$ cat config.mk
export PLATFORM = sky130hd
export DESIGN_NAME = pg_perm_check
export DESIGN_NICKNAME = d
export VERILOG_FILES = /design/src/rtl/pgc_pkg.sv /design/src/rtl/pgc_canon.sv /design/src/rtl/pgc_rights.sv /design/src/rtl/pgc_pkey.sv /design/src/rtl/pgc_judge.sv /design/src/rtl/pg_perm_check.sv
export SDC_FILE = /design/constraint.sdc
export NUM_CORES = 1
export LEC_CHECK = 0
export ABC_AREA = 1
export BUFFER_PORTS_ARGS = -buffer_cell sky130_fd_sc_hd__buf_2
export CAP_MARGIN = 20
export CORE_MARGIN = 5
export CORE_UTILIZATION = 25
export DETAILED_ROUTE_END_ITERATION = 8
export PLACE_DENSITY = 0.66
export SLEW_MARGIN = 20
export SYNTH_ARGS = -nofsm -noshare
export SYNTH_HDL_FRONTEND = slang
export SYNTH_SLANG_ARGS = --single-unit
export TNS_END_PERCENT = 1
$ cat constraint.sdc
create_clock -name clk -period 1.8 [get_ports clk]
set_input_delay 0.36 -clock clk [delete_from_list [all_inputs] [get_ports clk]]
set_output_delay 0.36 -clock clk [all_outputs]
set_load 0.005 [all_outputs]
$ cat src/rtl/pgc_pkg.sv
package pgc_pkg;

    typedef enum logic [1:0] {
        ACC_READ  = 2'd0,
        ACC_WRITE = 2'd1,
        ACC_FETCH = 2'd2,
        ACC_ALT   = 2'd3
    } acc_e;

    localparam int RIGHT_R = 0;
    localparam int RIGHT_W = 1;
    localparam int RIGHT_X = 2;

    localparam int ENT_ACC_BIT   = 5;
    localparam int ENT_DIRTY_BIT = 6;

    typedef logic [2:0] rights_t;

    // error code, bit 0 at the right
    typedef struct packed {
        logic key;
        logic fetch;
        logic rsvd;
        logic user;
        logic write;
        logic prot;
    } ecode_t;

    typedef struct packed {
        logic    pass;
        logic    gp;
        rights_t rights;
        ecode_t  ecode;
    } verdict_t;

    function automatic acc_e acc_norm(input logic [1:0] raw);
        acc_e a;
        a = acc_e'(raw);
        if (a == ACC_ALT) a = ACC_READ;
        return a;
    endfunction

    function automatic int acc_idx(input acc_e a);
        case (a)
            ACC_WRITE: return RIGHT_W;
            ACC_FETCH: return RIGHT_X;
            default:   return RIGHT_R;
        endcase
    endfunction

endpackage

$ cat src/rtl/pgc_canon.sv
module pgc_canon #(
    parameter int VA_W   = 64,
    parameter int LO_TOP = 47,
    parameter int HI_TOP = 56
) (
    input  logic [VA_W-1:0] vaddr,
    input  logic            long_en,
    input  logic            la57_en,
    output logic            noncanon
);
    localparam logic [VA_W-1:0] LO_MASK = {VA_W{1'b1}} << LO_TOP;
    localparam logic [VA_W-1:0] HI_MASK = {VA_W{1'b1}} << HI_TOP;

    logic [VA_W-1:0] sel_mask;
    logic [VA_W-1:0] upper;

    always_comb begin
        sel_mask = la57_en ? HI_MASK : LO_MASK;
        upper    = vaddr & sel_mask;
        noncanon = long_en && (upper != '0) && (upper != sel_mask);
    end
endmodule

$ cat src/rtl/pgc_rights.sv
module pgc_rights
    import pgc_pkg::*;
(
    input  logic    is_user,
    input  logic    sup_chk,
    input  logic    pg_user,
    input  logic    pg_rw,
    input  logic    pg_nx,
    input  logic    wp_en,
    input  logic    smep_en,
    output rights_t rights
);
    logic data_ok;

    always_comb begin
        rights  = '0;
        data_ok = !(sup_chk && !is_user && pg_user);
        if (data_ok) begin
            rights[RIGHT_R] = 1'b1;
            rights[RIGHT_W] = pg_rw || (!is_user && !wp_en);
        end
        rights[RIGHT_X] = !pg_nx && (is_user || !(smep_en && pg_user));
    end
endmodule

$ cat src/rtl/pgc_pkey.sv
module pgc_pkey
    import pgc_pkg::*;
#(
    parameter int KEY_W = 4
) (
    input  logic [KEY_W-1:0]           key,
    input  logic                       pg_user,
    input  logic                       is_user,
    input  logic                       wp_en,
    input  logic                       ukey_en,
    input  logic                       skey_en,
    input  logic [2*(1<<KEY_W)-1:0]    ukey_reg,
    input  logic [2*(1<<KEY_W)-1:0]    skey_reg,
    output logic                       active,
    output rights_t                    krights
);
    localparam int REG_W = 2 * (1 << KEY_W);

    logic [REG_W-1:0] rights_reg;
    logic [REG_W-1:0] shifted;
    logic             deny_all;
    logic             deny_wr;

    always_comb begin
        if (pg_user) rights_reg = ukey_en ? ukey_reg : '0;
        else         rights_reg = skey_en ? skey_reg : '0;
        active   = |rights_reg;
        shifted  = rights_reg >> {key, 1'b0};
        deny_all = shifted[0];
        deny_wr  = shifted[1];
        krights  = 3'b111;
        if (deny_all) begin
            krights[RIGHT_R] = 1'b0;
            krights[RIGHT_W] = 1'b0;
        end else if (deny_wr && (is_user || wp_en)) begin
            krights[RIGHT_W] = 1'b0;
        end
    end
endmodule

$ cat src/rtl/pgc_judge.sv
module pgc_judge
    import pgc_pkg::*;
#(
    parameter int ENTRY_W = 64
) (
    input  acc_e               acc,
    input  logic               is_user,
    input  logic               pg_user,
    input  logic               noncanon,
    input  logic               rsvd_hit,
    input  rights_t            base,
    input  logic               key_active,
    input  rights_t            krights,
    input  logic               nx_en,
    input  logic               smep_en,
    input  logic [ENTRY_W-1:0] entry_in,
    output verdict_t           verdict,
    output logic [ENTRY_W-1:0] entry_out
);
    rights_t merged;
    logic    fail_prot;
    logic    fail_rsvd;
    logic    fail_key;
    int      idx;

    always_comb begin
        verdict   = '0;
        entry_out = entry_in;
        fail_prot = 1'b0;
        fail_rsvd = 1'b0;
        fail_key  = 1'b0;
        idx       = acc_idx(acc);
        merged    = key_active ? (base & krights) : base;

        if (noncanon) begin
            verdict.gp = 1'b1;
        end else if (rsvd_hit) begin
            fail_rsvd = 1'b1;
        end else if (is_user && !pg_user) begin
            fail_prot = 1'b1;
        end else if (key_active && !krights[idx]) begin
            fail_prot = 1'b1;
            fail_key  = 1'b1;
        end else if (!merged[idx]) begin
            fail_prot = 1'b1;
        end else begin
            verdict.pass = 1'b1;
            entry_out[ENT_ACC_BIT] = 1'b1;
            if (acc == ACC_WRITE) entry_out[ENT_DIRTY_BIT] = 1'b1;
            verdict.rights = merged;
            if (!entry_out[ENT_DIRTY_BIT]) verdict.rights[RIGHT_W] = 1'b0;
        end

        if (fail_prot || fail_rsvd) begin
            verdict.ecode.prot  = 1'b1;
            verdict.ecode.rsvd  = fail_rsvd;
            verdict.ecode.key   = fail_key;
            verdict.ecode.write = (acc == ACC_WRITE);
            verdict.ecode.user  = is_user;
            verdict.ecode.fetch = (acc == ACC_FETCH) && (nx_en || smep_en);
        end
    end
endmodule

$ cat src/rtl/pg_perm_check.sv
module pg_perm_check
    import pgc_pkg::*;
#(
    parameter int ENTRY_W = 64,
    parameter int VA_W    = 64,
    parameter int KEY_W   = 4,
    parameter int KEY_LSB = 59,
    parameter int LO_TOP  = 47,
    parameter int HI_TOP  = 56
) (
    input  logic                    clk,
    input  logic                    rst,
    input  logic                    req_valid,
    input  logic [1:0]              req_acc,
    input  logic                    req_user,
    input  logic                    req_sup_chk,
    input  logic                    leaf_user,
    input  logic                    leaf_rw,
    input  logic                    leaf_nx,
    input  logic [ENTRY_W-1:0]      leaf_entry,
    input  logic                    leaf_rsvd,
    input  logic [VA_W-1:0]         vaddr,
    input  logic                    wp_en,
    input  logic                    nx_en,
    input  logic                    smep_en,
    input  logic                    long_en,
    input  logic                    la57_en,
    input  logic                    ukey_en,
    input  logic                    skey_en,
    input  logic [2*(1<<KEY_W)-1:0] ukey_reg,
    input  logic [2*(1<<KEY_W)-1:0] skey_reg,
    output logic                    rsp_valid,
    output logic                    rsp_pass,
    output logic                    rsp_gp,
    output logic [2:0]              rsp_prot,
    output logic [5:0]              rsp_err,
    output logic [ENTRY_W-1:0]      rsp_entry
);
    localparam int KEY_MSB = KEY_LSB + KEY_W - 1;

    acc_e               acc;
    logic               noncanon;
    rights_t            base;
    rights_t            krights;
    logic               key_active;
    verdict_t           verdict;
    logic [ENTRY_W-1:0] entry_nxt;

    assign acc = acc_norm(req_acc);

    pgc_canon #(.VA_W(VA_W), .LO_TOP(LO_TOP), .HI_TOP(HI_TOP)) u_canon (
        .vaddr    (vaddr),
        .long_en  (long_en),
        .la57_en  (la57_en),
        .noncanon (noncanon)
    );

    pgc_rights u_rights (
        .is_user (req_user),
        .sup_chk (req_sup_chk),
        .pg_user (leaf_user),
        .pg_rw   (leaf_rw),
        .pg_nx   (leaf_nx),
        .wp_en   (wp_en),
        .smep_en (smep_en),
        .rights  (base)
    );

    pgc_pkey #(.KEY_W(KEY_W)) u_pkey (
        .key      (leaf_entry[KEY_MSB:KEY_LSB]),
        .pg_user  (leaf_user),
        .is_user  (req_user),
        .wp_en    (wp_en),
        .ukey_en  (ukey_en),
        .skey_en  (skey_en),
        .ukey_reg (ukey_reg),
        .skey_reg (skey_reg),
        .active   (key_active),
        .krights  (krights)
    );

    pgc_judge #(.ENTRY_W(ENTRY_W)) u_judge (
        .acc        (acc),
        .is_user    (req_user),
        .pg_user    (leaf_user),
        .noncanon   (noncanon),
        .rsvd_hit   (leaf_rsvd),
        .base       (base),
        .key_active (key_active),
        .krights    (krights),
        .nx_en      (nx_en),
        .smep_en    (smep_en),
        .entry_in   (leaf_entry),
        .verdict    (verdict),
        .entry_out  (entry_nxt)
    );

    always_ff @(posedge clk) begin
        if (rst) begin
            rsp_valid <= 1'b0;
            rsp_pass  <= 1'b0;
            rsp_gp    <= 1'b0;
            rsp_prot  <= '0;
            rsp_err   <= '0;
            rsp_entry <= '0;
        end else begin
            rsp_valid <= req_valid;
            if (req_valid) begin
                rsp_pass  <= verdict.pass;
                rsp_gp    <= verdict.gp;
                rsp_prot  <= verdict.rights;
                rsp_err   <= verdict.ecode;
                rsp_entry <= entry_nxt;
            end
        end
    end
endmodule

==> qor.txt, run 1 <==
Status: finished clean
Pin count of the biggest net entering global routing: 53
Most frequent cell after synthesis: nand2_1
Clock root buffer: clkbuf_16
Vias in the first global route: 4,195
# IOs: 286
Detailed Route Iter0 Violations: 231
Critical path required time: 2060 ps
Period utilization: 89.6%
Placed insts: 972
Clk buf depth: 2
Worst-Margin Slew: 533 ps
DRC: 0
CTS buffer count: 9
Worst-path fanout max: 34
Min-delay src: leaf_entry[4]
Hold path depth: 3
Chip width: 132 um
Via count: 4,495
Full die area: 17,500 um^2
WL/cell: 13.8 um
Max incr delay on CP: 170 ps
Power Density: 798 nW/um^2
Initial antenna violation count: 0
Layout cells sized above 1: 35.7%
Diodes inserted: 0
Initial Util: 25.6%
Synthesized instance count: 568
Post-Syn Nets: 778
RSZ-0062 raised after global routing: no
Buffers & Inverters on Critical Path: 3
Post-synth cell types: 27
F_max: 0.620 GHz
Syn_area_per_cell: 6.57 um^2
Core Footprint: 14,600 um^2
Max stage delay cell, worst path: buf_12
Fin. max-slew vios: 0
Routability congestion estimate: 0.821
CP endpoint kind: register
Num rows: 44
H-tree depth: 3
List of most frequent post-synthesis cells: 233 x nand2_1, 76 x dfxtp_1, 76 x nand3_1
Final nets: 1,009
CP delay by family, top: simple AND/OR/NAND/NOR gates
Area growth, synth to finish: 46.8%
Die height: 132 um
Setup-failing EPs final: 0
Worst R2R End: rsp_entry[5]$_SDFFE_PP0P_
CP startpoint kind: input pin
Ys Warns: 0
Largest cells by area after synthesis: dfxtp_1 41%, nand2_1 23%, nand3_1 10%
DRT antenna net count: 0
Fill cell count: 1,611
Worst vdd ir: 0.448 mV
Grt total ovfl: 0
Detailed Routing Iterations Pass 1: 5
Hold EP: rsp_entry[4]$_SDFFE_PP0P_
Skew final: 0 ps
DP HPWL: 10.4 mm
Global-route usage over all layers: 14.5%
Relative slew slack: 64.5%
CP Cell Sequence: buf_2, buf_12, nand3_1, nand2_1, o21ai_1, nand2_1, nand3_1, nand3_2, nand2_2, nand3_2, buf_4, nor2_1, nand4_1, a21oi_1
Static Leak: 2.80 nW
Port Buffer Count: 238
Post-synth ARST share: 0%
Hold Path Class: input pin to register
Reg2reg path depth: 2
Worst endpoint data arrival time: 1870 ps
Number of synthesized register bits: 76
Final cell count without fillers: 988
Maxcap violations: 0
Worst skew pair latency: 330 ps
Worst r2r src: rsp_entry[5]$_SDFFE_PP0P_
Min cycle time layout: 1610 ps
Most used DFF post-synth: dfxtp_1
TritonCTS clock tree: done
Hold Violations, Final: 0
WL final: 13.6 mm
Dominant cell type by area after synthesis: dfxtp_1
Worst reg2reg setup slack: 1170 ps
Synthesized area: 3730 um^2
Post-synthesis sequential area ratio: 40.8%
Worst-path clk slew: 60 ps
Number of enable flip-flop cells after synthesis: 0
Via density: 4.55
Post-synth top area share: 40.8%
First-pass GRT wire length: 21.0 mm
CP Class: input pin to register
CTS Sinks: 76
Setup_tns: 0 ps
power breakdown:
part           switching [mW]  internal, mW
Sequential             0.0396          1.77
Clock                   0.694          1.07
Combinational           0.423         0.369
Total                    1.16          3.21
worst max-delay path by stage:
stage | endpoint | cells past startpoint | start | slack (ps)
floorplan | rsp_err[1]$_SDFFE_PP0P_ | 14 | leaf_user | 110
detailed placement | rsp_entry[5]$_SDFFE_PP0P_ | 12 | leaf_user | -190
CTS | rsp_err[4]$_SDFFE_PP0P_ | 14 | leaf_user | 160
global route | rsp_entry[5]$_SDFFE_PP0P_ | 13 | leaf_user | 20
global placement | rsp_prot[1]$_SDFFE_PP0P_ | 13 | leaf_user | -160
finish | rsp_prot[1]$_SDFFE_PP0P_ | 14 | leaf_user | 190
cell usage in the layout, fill, tap and decap left out, drive strengths merged:
master      n
clkinv      4
nand4       8
bufinv      1
buf       261
o2111ai     1
a21oi      72
a211oi      4
nor4        4
a21o        3
dfxtp      76
inv        14
nor2       20
o21ai       3
a31oi       2
nand2     236
mux2i       2
clkbuf     10
nand3      80
clkinvlp    1
nor3        2
registers in the layout (all words and copies together), names as in the netlist:
name	count
rsp_entry	64
rsp_pass	1
rsp_err	6
rsp_prot	3
rsp_valid	1
rsp_gp	1
worst reg2reg max path, stage by stage, from the launching register on:
cell	delay, ps
dfxtp_1	310
mux2i_1	120
a21oi_1	80
metrics by stage:
step | area (um^2) | power [mW] | hold slack (ps) | utilization [%] | worst slack, ps
after floorplan | 3730 | 2.24 | 457 | - | 114
after global placement | 5180 | 2.64 | 445 | 35.5 | -157
after detailed placement | 5180 | 2.65 | 449 | 35.5 | -192
after CTS | 5480 | 4.44 | 264 | 37.5 | 163
after global routing | 5480 | 4.62 | 266 | 37.6 | 16.9
final | 5480 | 4.37 | 279 | 37.6 | 187
what timing repair did:
| action | 4_1_cts | 5_1_grt |
|---|---|---|
| resized for setup | 0 | 1 |
| setup endpoints to repair | 0 | 7 |
| buffers inserted | 0 | 0 |
| hold buffers | 0 | 0 |
per-layer routing:
layer	global-route usage (%)	vias to the layer above	share of wire [%]
met5	0	-	0
met4	5.20	0	2.9
met3	4.16	25	6.3
met2	24.3	145	48
met1	17.8	1998	42
li1	-	2327	-
kinds of logic (layout without fill, tap and decap cells):
kind of cell,count (synthesis),in the layout,synth area share [%]
mux,2,2,0.536
compound gates,85,85,12.0
simple gates,350,350,39.7
buf+inv,55,291,6.97
flops,76,76,40.8
cell type report:
class | count | area, um^2 | share of cell area, %
Sequential cell | 76 | 1520 | 27.8
Timing Repair Buffer | 261 | 1430 | 26.0
Inverter | 14 | 57.6 | 1.05
Clock inverter | 6 | 65.1 | 1.19
Multi-Input combinational cell | 437 | 1950 | 35.6
Tap cell | 184 | 230 | 4.20
Clock buffer | 10 | 229 | 4.18
Power figures use the tool's default switching activity.
==> run 2, diff against run 1 <==
--- a/config.mk
+++ b/config.mk
@@ -12,6 +12,7 @@
 export CORE_UTILIZATION = 25
 export DETAILED_ROUTE_END_ITERATION = 8
 export PLACE_DENSITY = 0.66
+export RECOVER_POWER = 50
 export SLEW_MARGIN = 20
 export SYNTH_ARGS = -nofsm -noshare
 export SYNTH_HDL_FRONTEND = slang
==> qor.txt, run 2 (synthesized netlist as in run 1, its figures left out) <==
Status: finished clean
Detailed Route Iter0 Violations: 245 (+6.1%)
Worst R2R End: rsp_entry[6]$_SDFFE_PP0P_
Detailed Routing Iterations Pass 1: 4 (-1)
Worst slack, placed: -192 ps (unchanged)
CP endpoint kind: register
CTS Hold Buffers Added: 0 (unchanged)
Hold Path Class: input pin to register
Full die area: 17,500 um^2 (unchanged)
Via count: 4,496 (+0.022%)
Hold path depth: 3 (unchanged)
CP delay by family, top: simple AND/OR/NAND/NOR gates
CP Class: input pin to register
Global-route usage over all layers: 14.5% (unchanged)
Top flop regs: rsp_entry x64, rsp_err x6, rsp_prot x3
Core Footprint: 14,600 um^2 (unchanged)
Max stage delay cell, worst path: buf_12
Grt total ovfl: 0 (unchanged)
Commonest non-fill, non-tap cell in the layout: buf_2
Reg2reg path depth: 2 (unchanged)
Initial Util: 25.6% (unchanged)
CP Depth: 14 (unchanged)
First-pass GRT wire length: 21.0 mm (unchanged)
Initial antenna violation count: 0 (unchanged)
Max incr delay on CP: 170 ps (about the same)
Relative slew slack: 34.9% (-30 points)
DRT antenna net count: 0 (unchanged)
Setup-failing EPs final: 0 (unchanged)
Layout cells sized above 1: 34.8% (-0.87 points)
PostCTS Resize Cnt: 0 (unchanged)
CP startpoint kind: input pin
Worst endpoint data arrival time: 1870 ps (about the same)
Fin. max-slew vios: 0 (unchanged)
Buffers & Inverters on Critical Path: 3 (unchanged)
Post-route cell area: 5450 um^2 (-0.50%)
Min cycle time layout: 1620 ps (+4.89 ps)
Dpl cell area: 5180 um^2 (unchanged)
WL/cell: 13.8 um (about the same)
Commonest non-fill, non-tap cells in the layout: 234 x buf_2, 233 x nand2_1, 76 x nand3_1, 76 x dfxtp_1, 72 x a21oi_1
F_max: 0.618 GHz (-0.30%)
Pin count of the biggest net entering global routing: 53 (unchanged)
Worst skew pair latency: 330 ps (about the same)
Final nets: 1,009 (unchanged)
Worst-path clk slew: 60 ps (about the same)
Diodes inserted: 0 (unchanged)
Static Leak: 2.77 nW (-0.91%)
Die height: 132 um (unchanged)
Clock root buffer: clkbuf_16
Max reg flops: 64 (unchanged)
Vias in the first global route: 4,195 (unchanged)
Port Buffer Count: 238 (unchanged)
RSZ-0062 raised after global routing: no
Clk buf depth: 2 (unchanged)
Worst r2r src: rsp_entry[6]$_SDFFE_PP0P_
Fill cell count: 1,614 (+0.19%)
CTS buffer count: 9 (unchanged)
Power Density: 800 nW/um^2 (+0.37%)
Area growth, synth to finish: 46.1%
Worst-path fanout max: 34 (unchanged)
Hold Violations, Final: 0 (unchanged)
WL final: 13.6 mm (about the same)
Routability congestion estimate: 0.821 (unchanged)
Reg with most FFs: rsp_entry
Min-delay src: leaf_entry[4]
Worst reg2reg setup slack: 1160 ps (about the same)
CTS Sinks: 76 (unchanged)
Post-CTS setup buffer count: 0 (unchanged)
Critical path required time: 2050 ps (about the same)
Worst-Margin Slew: 976 ps (+443 ps)
DRC: 0 (unchanged)
Worst vdd ir: 0.448 mV (about the same)
Chip width: 132 um (unchanged)
Num rows: 44 (unchanged)
TritonCTS clock tree: done
Via density: 4.55 (about the same)
Min Hold Slack: 279 ps (+0.110 ps)
Skew final: 0 ps (unchanged)
# IOs: 286 (unchanged)
DP HPWL: 10.4 mm (unchanged)
Final worst slack: 183 ps (-4.89 ps)
H-tree depth: 3 (unchanged)
Hold EP: rsp_entry[4]$_SDFFE_PP0P_
CP Cell Sequence: buf_2, buf_12, nand3_1, nand2_1, o21ai_1, nand2_1, nand3_1, nand3_2, nand2_2, nand3_2, buf_4, nor2_1, nand4_1, a21oi_1
Maxcap violations: 0 (unchanged)
Period utilization: 89.9% (+0.27 points)
-- run 2: changes by cell type in the layout (fill, tap and decap cells not counted), sizes merged --
cell and delta:
buf -7, clkbuf +7
-- run 2: area by class of cell --
type	instances	area, um^2	share of cell area (%)
sequential	76	1520	27.9
tap	184	230	4.22
timing repair buffer	261	1400	25.7
inverter	14	57.6	1.06
clock buffer	10	229	4.20
multi-input combinational	437	1950	35.8
clock inverter	6	65.1	1.19
-- run 2: per-layer routing --
metal / GRT usage, % / vias up / wire (um)
met5: 0 / - / 0
met4: 5.20 / 0 / 400
met3: 4.16 / 25 / 832
met2: 24.3 / 136 / 6610
met1: 17.8 / 2008 / 5790
li1: - / 2327 / -
-- run 2: worst max-delay path by stage --
| stage | from | end |
|---|---|---|
| 3_3_place_gp | leaf_user | rsp_prot[1]$_SDFFE_PP0P_ |
| 4_1_cts | leaf_user | rsp_err[4]$_SDFFE_PP0P_ |
| 3_5_place_dp | leaf_user | rsp_entry[5]$_SDFFE_PP0P_ |
| 2_1_floorplan | leaf_user | rsp_err[1]$_SDFFE_PP0P_ |
| 6_report | leaf_user | rsp_prot[1]$_SDFFE_PP0P_ |
| 5_1_grt | leaf_user | rsp_err[4]$_SDFFE_PP0P_ |
-- run 2: per-stage QoR --
| stage | std cells | TNS, ps | power (mW) | utilization [%] |
|---|---|---|---|---|
| 6_report | 988 | 0 | 4.36 | 37.4 |
| 5_1_grt | 988 | 0 | 4.62 | 37.4 |
| 4_1_cts | 988 | 0 | 4.44 | 37.5 |
| 3_5_place_dp | 972 | -1650 | 2.65 | 35.5 |
| 3_3_place_gp | 972 | -1380 | 2.64 | 35.5 |
| 2_1_floorplan | 568 | 0 | 2.24 | - |
-- run 2: worst register-to-register path, delay by kind of cell, from the launching register on --
family,cells,cell delay (ps)
flip-flops,1,310
multiplexers,1,120
AO/OA/AOI/OAI,1,70
-- run 2: report_power, final --
part	switching [mW]	internal [mW]	total [mW]
sequential	0.0397	1.77	1.81
clock	0.695	1.07	1.77
combinational	0.422	0.363	0.785
total	1.16	3.21	4.36
